**src/rtl/spike_det_pkg.sv**
```systemverilog
package spike_det_pkg;
  localparam int SAMPLE_W  = 16;
  localparam int LEN_W     = 16;
  localparam int SHIFT_W   = 4;
  localparam int RATIO_NUM = 19661;  // 0.6 * 2^15
  localparam int RATIO_SH  = 15;

  typedef logic signed [SAMPLE_W-1:0] sample_t;

  // negative threshold derived from the positive one
  function automatic sample_t derive_neg(input sample_t pos);
    logic signed [31:0] prod;
    logic signed [31:0] neg;
    prod = 32'(pos) * 32'(RATIO_NUM);
    neg  = -(prod >>> RATIO_SH);
    return sample_t'(neg);
  endfunction
endpackage

```
**src/rtl/lpf_iir.sv**
```systemverilog
module lpf_iir #(
  parameter int W  = 16,
  parameter int SW = 4
) (
  input  logic                clk_i,
  input  logic                rst_ni,
  input  logic                valid_i,
  input  logic signed [W-1:0] x_i,
  input  logic [SW-1:0]       shift_i,
  output logic signed [W-1:0] y_o,
  output logic signed [W-1:0] y_next_o
);
  logic signed [W-1:0] y_q;
  logic signed [W:0]   diff, step, sum;

  always_comb begin
    diff     = {x_i[W-1], x_i} - {y_q[W-1], y_q};
    step     = diff >>> shift_i;
    sum      = {y_q[W-1], y_q} + step;
    y_next_o = sum[W-1:0];  // lies between y and x, always fits
  end

  always_ff @(posedge clk_i or negedge rst_ni) begin
    if (!rst_ni)      y_q <= '0;
    else if (valid_i) y_q <= y_next_o;
  end

  assign y_o = y_q;


  filt_hold_chk: assert property (@(posedge clk_i) disable iff (!rst_ni)
    !valid_i |=> $stable(y_q));

  filt_range_chk: assert property (@(posedge clk_i) disable iff (!rst_ni)
    valid_i |=> ((y_q >= $past(y_q) && y_q <= $past(x_i)) ||
                 (y_q <= $past(y_q) && y_q >= $past(x_i))));
endmodule

```
**src/rtl/xing_det.sv**
```systemverilog
module xing_det #(
  parameter int W      = 16,
  parameter bit RISING = 1'b1
) (
  input  logic signed [W-1:0] prev_i,
  input  logic signed [W-1:0] cur_i,
  input  logic signed [W-1:0] thr_i,
  output logic                hit_o
);
  generate
    if (RISING) begin : g_rise
      assign hit_o = (prev_i < thr_i) && (cur_i >= thr_i);
    end else begin : g_fall
      assign hit_o = (prev_i > thr_i) && (cur_i <= thr_i);
    end
  endgenerate
endmodule

```
**src/rtl/win_timer.sv**
```systemverilog
module win_timer #(
  parameter int LW = 16
) (
  input  logic          clk_i,
  input  logic          rst_ni,
  input  logic          valid_i,
  input  logic          open_i,
  input  logic          trough_i,
  input  logic [LW-1:0] len_i,
  output logic          window_o,
  output logic          spike_o
);
  logic          win_q, spk_q;
  logic [LW-1:0] cnt_q;
  logic          at_end;

  assign at_end = (cnt_q >= len_i);

  always_ff @(posedge clk_i or negedge rst_ni) begin
    if (!rst_ni) begin
      win_q <= 1'b0;
      spk_q <= 1'b0;
      cnt_q <= '0;
    end else if (valid_i) begin
      if (win_q) begin
        if (at_end) begin
          win_q <= 1'b0;
          spk_q <= 1'b0;
          cnt_q <= '0;
        end else begin
          cnt_q <= cnt_q + 1'b1;
          if (trough_i) spk_q <= 1'b1;
        end
      end else if (open_i && (len_i != '0)) begin
        win_q <= 1'b1;
        cnt_q <= '0;
      end
    end
  end

  assign window_o = win_q;
  assign spike_o  = spk_q;


  win_close_chk: assert property (@(posedge clk_i) disable iff (!rst_ni)
    $fell(win_q) |-> $past(valid_i && cnt_q >= len_i));

  win_len_zero_chk: assert property (@(posedge clk_i) disable iff (!rst_ni)
    $rose(win_q) |-> $past(len_i != '0));

  win_hold_chk: assert property (@(posedge clk_i) disable iff (!rst_ni)
    (win_q && valid_i && !at_end) |=> (win_q && cnt_q == $past(cnt_q) + 1'b1));

  spk_clear_chk: assert property (@(posedge clk_i) disable iff (!rst_ni)
    $fell(spk_q) |-> $fell(win_q));

  spk_in_win_chk: assert property (@(posedge clk_i) disable iff (!rst_ni)
    spk_q |-> win_q);

  spk_set_chk: assert property (@(posedge clk_i) disable iff (!rst_ni)
    $rose(spk_q) |-> $past(trough_i && valid_i && win_q));
endmodule

```
**src/rtl/spike_win_det.sv**
```systemverilog
module spike_win_det
  import spike_det_pkg::*;
#(
  parameter int SW_W = SHIFT_W,
  parameter int LN_W = LEN_W
) (
  input  logic            clk_i,
  input  logic            rst_ni,
  input  logic [15:0]     sample_i,
  input  logic            sample_valid_i,
  input  logic [15:0]     pos_thr_i,
  input  logic [15:0]     neg_thr_i,
  input  logic            neg_auto_i,
  input  logic [SW_W-1:0] lpf_shift_i,
  input  logic [LN_W-1:0] win_len_i,
  output logic            window_o,
  output logic            spike_o
);
  sample_t x, pos_thr, neg_thr, raw_prev_q;
  sample_t filt_q, filt_next;
  logic    pos_hit, neg_hit;

  assign x       = sample_t'(sample_i);
  assign pos_thr = sample_t'(pos_thr_i);
  assign neg_thr = neg_auto_i ? derive_neg(pos_thr) : sample_t'(neg_thr_i);

  always_ff @(posedge clk_i or negedge rst_ni) begin
    if (!rst_ni)             raw_prev_q <= '0;
    else if (sample_valid_i) raw_prev_q <= x;
  end

  xing_det #(.W(SAMPLE_W), .RISING(1'b1)) u_pos_x (
    .prev_i(raw_prev_q), .cur_i(x), .thr_i(pos_thr), .hit_o(pos_hit)
  );

  lpf_iir #(.W(SAMPLE_W), .SW(SW_W)) u_lpf (
    .clk_i   (clk_i),
    .rst_ni  (rst_ni),
    .valid_i (sample_valid_i),
    .x_i     (x),
    .shift_i (lpf_shift_i),
    .y_o     (filt_q),
    .y_next_o(filt_next)
  );

  xing_det #(.W(SAMPLE_W), .RISING(1'b0)) u_neg_x (
    .prev_i(filt_q), .cur_i(filt_next), .thr_i(neg_thr), .hit_o(neg_hit)
  );

  win_timer #(.LW(LN_W)) u_win (
    .clk_i   (clk_i),
    .rst_ni  (rst_ni),
    .valid_i (sample_valid_i),
    .open_i  (pos_hit),
    .trough_i(neg_hit),
    .len_i   (win_len_i),
    .window_o(window_o),
    .spike_o (spike_o)
  );


  win_open_chk: assert property (@(posedge clk_i) disable iff (!rst_ni)
    $rose(window_o) |-> $past(sample_valid_i && pos_hit));

  raw_hold_chk: assert property (@(posedge clk_i) disable iff (!rst_ni)
    !sample_valid_i |=> ($stable(raw_prev_q) && $stable(window_o) && $stable(spike_o)));
endmodule

```
**config.mk**
```make
export PLATFORM = sky130hd
export DESIGN_NAME = spike_win_det
export DESIGN_NICKNAME = d
export VERILOG_FILES = /design/src/rtl/spike_det_pkg.sv /design/src/rtl/lpf_iir.sv /design/src/rtl/xing_det.sv /design/src/rtl/win_timer.sv /design/src/rtl/spike_win_det.sv
export SDC_FILE = /design/constraint.sdc
export NUM_CORES = 1
export LEC_CHECK = 0
export ABC_AREA = 1
export CORE_ASPECT_RATIO = 1.2
export CORE_MARGIN = 3
export CORE_UTILIZATION = 49
export CTS_CLUSTER_SIZE = 16
export DETAILED_ROUTE_END_ITERATION = 6
export GPL_ROUTABILITY_DRIVEN = 0
export MAX_ROUTING_LAYER = met4
export PLACE_DENSITY_LB_ADDON = 0.2
export SLEW_MARGIN = 0
export SYNTH_ARGS = -nofsm -noshare
export SYNTH_HDL_FRONTEND = slang
export SYNTH_SLANG_ARGS = --single-unit
```
**constraint.sdc**
```tcl
create_clock -name clk_i -period 8 [get_ports clk_i]
set_clock_uncertainty 0.1 [all_clocks]
set_input_delay 1.2 -clock clk_i [delete_from_list [all_inputs] [get_ports clk_i]]
set_output_delay 1.2 -clock clk_i [all_outputs]
set_load 0.02 [all_outputs]
```
==> flow_summary.toml <==
[outcome]
outcome = "finished clean"

[final_layout]
drive_gt1_share_pct = 11.17
num_antenna_cells = 0
syn_to_final_growth_pct = 18.33
design_area_sq_um = 14600
nFillCells = 2376
final_nets = 2320

[worst_setup_path]
worstSetupEndpoint = "u_win.spike_o"
critical_path_arrival_ns = 7.80
criticalPathCategory = "primary input to register"
slowest_delay_ns = 0.55
crit_buf_inv = 7
required_ns = 8.14
crit_path_max_fanout = 5
start_kind = "primary input"
rr_endpoint = "u_win.spike_o"
path_depth = 36
timing.reg2reg.worst_path_depth = 44
critical_path.slowest_cell = "fa_1"
r2r_start = "u_lpf.y_o[0]"
rrSetupSlack_ns = 1.61
crit_top_cell = "nand2_1"
path_delay_family = "adder cells"
end_kind = "register"
crit_start = "pos_thr_i[13]"

[floorplan]
start_util_pct = 49.84
num_io_pins = 74
die_w_microns = 150.9
dieArea_sq_um = 27130
coreArea_sq_um = 24750
fp.dieH_microns = 179.8
rows = 63

[route]
routedWlPerCell_microns = 14.90
vias_per_cell = 5.100
drt_first_pass_iters = 5
drc_errors = 0
drtIter0Drc = 515
ant_nets = 0
vias = 11520
postRouteWirelength_microns = 33660

[sta]
drv_slew = 0
min_period_ns = 7.657
setup_violations = 0
finalCritPeriodShare_pct = 95.72
hold_viol_final = 0
max_freq_mhz = 130.6
tightest_slew_ns = 0.9326
slew_headroom_pct = 37.63

[place]
io_buffers = 73
dpl-instance-area_sq_um = 14060
post-dp-hpwl_microns = 29270

[clock_tree]
cts_buffer_depth = 2
htree_levels = 2
insertion_delay_ns = 0.31
cts_made_buffers = 5
root_buffer = "clkbuf_16"
clkSinkCount = 50
path_clk_slew_ns = 0.08
cts_tree = "yes"

[synthesis]
yosysSeqAreaShare_pct = 10.14
synth_edf_count = 0
yosys.area.top_type_share_pct = 22.52
synth_common_cells = "nand2_1, inv_1, ha_1"
yosys.area.top_type = "ha_1"
synth_warnings = 0
synthArstFlopShare_pct = 100.0
ys_ff_latch = 50
synth.net_count = 2164
syn_area_sq_um = 12340
synth-main-ff-cell = "dfrtp_1"
syn_inst = 1777
synthTopCellsByArea = "ha_1, fa_1, nand2_1"
avgSynthCellArea_sq_um = 6.943
synth.distinct_cells = 51
yosysMostFrequentCell = "nand2_1"

[global_route]
grt_pass1_wl_microns = 53230
grt_util_all_layers_pct = 25.08
antenna_found_initial = 0
grt_pass1_vias = 11140
grt_max_degree = 51
grt.overflow.total = 0

[hold_path]
hold_depth = 2
hold_class = "register to register"

[flow_run]
drv_cap = 0
## state kept, by name, summed over array words and instances, names as in the netlist
signal and flops:
raw_prev_q 16, u_lpf.y_o 16, u_win.cnt_q 16, u_win.spike_o 1, u_win.window_o 1
## cells in the final DEF, fill, tap and decap left out, drive strengths merged, types with 27 or more instances in the layout
cell	Yosys	routed
dfrtp	50	50
ha	222	222
clkdlybuf4s50	0	64
buf	2	96
fa	93	93
o21ai	94	94
nand3	94	94
nand4	27	27
a21oi	85	85
xor2	36	36
nand2	443	443
nor2	96	96
inv	408	409
## cell families after synthesis
logic type / after synthesis / share of synthesized area [%]
compound gates: 219 / 9.797
xor+xnor: 44 / 3.124
fa+ha+maj: 315 / 37.61
buf+inv: 430 / 13.09
flops: 50 / 10.14
mux: 5 / 0.4057
simple gates: 714 / 25.83
## stage by stage
stage          instances  worst slack (ns)  utilization, %  hold WS (ns)  TNS [ns]
6_report            2259            0.3426           58.98        0.3819         0
3_3_place_gp        2244          -0.03664           56.79        0.3614  -0.03664
4_1_cts             2252           0.09044           57.51        0.3868         0
5_1_grt             2259          -0.04034           58.98        0.3962  -0.04034
2_1_floorplan       1777            0.7942               -        0.3459         0
3_5_place_dp        2244           -0.2088           56.79        0.3669   -0.2088
## how the worst min path moves through the flow
stage                        start        endpoint
finish              raw_prev_q[12]  raw_prev_q[12]
global placement     raw_prev_q[2]   raw_prev_q[2]
global route        raw_prev_q[12]  raw_prev_q[12]
floorplan           raw_prev_q[10]  raw_prev_q[10]
CTS                 raw_prev_q[10]  raw_prev_q[10]
detailed placement  raw_prev_q[10]  raw_prev_q[10]
## routing by layer
layer  part of all wire, %  up-vias  GRT usage [%]
met5                     0        -              -
met4                   3.5        0          7.983
met3                   4.1       68          2.521
met2                    50      250          42.85
met1                    43     5282          31.01
li1                      -     5920              -
## tightest hold or removal path, stage by stage, from the launching register on
cell and delay, ns:
dfrtp_1 0.35, nand2_1 0.05, nand2_1 0.05
## area by class of cell
cell class | count | area (sq um) | area share, %
clock inverters | 2 | 38.79 | 0.2657
inverters | 411 | 1543 | 10.57
flip-flops and latches | 50 | 1251 | 8.571
clock buffers | 6 | 138.9 | 0.9514
multi-input cells | 1297 | 9749 | 66.79
repair buffers | 168 | 1470 | 10.07
well taps | 325 | 406.6 | 2.786
## what timing repair did
action | CTS | global route
hold buffers | 0 | 0
buffers inserted | 0 | 7
endpoints found under the setup margin | 0 | 1
resized for setup | 0 | 76
Power is not shown: default switching activity piles up to over one toggle a cycle in this logic, so the estimate is an artifact.
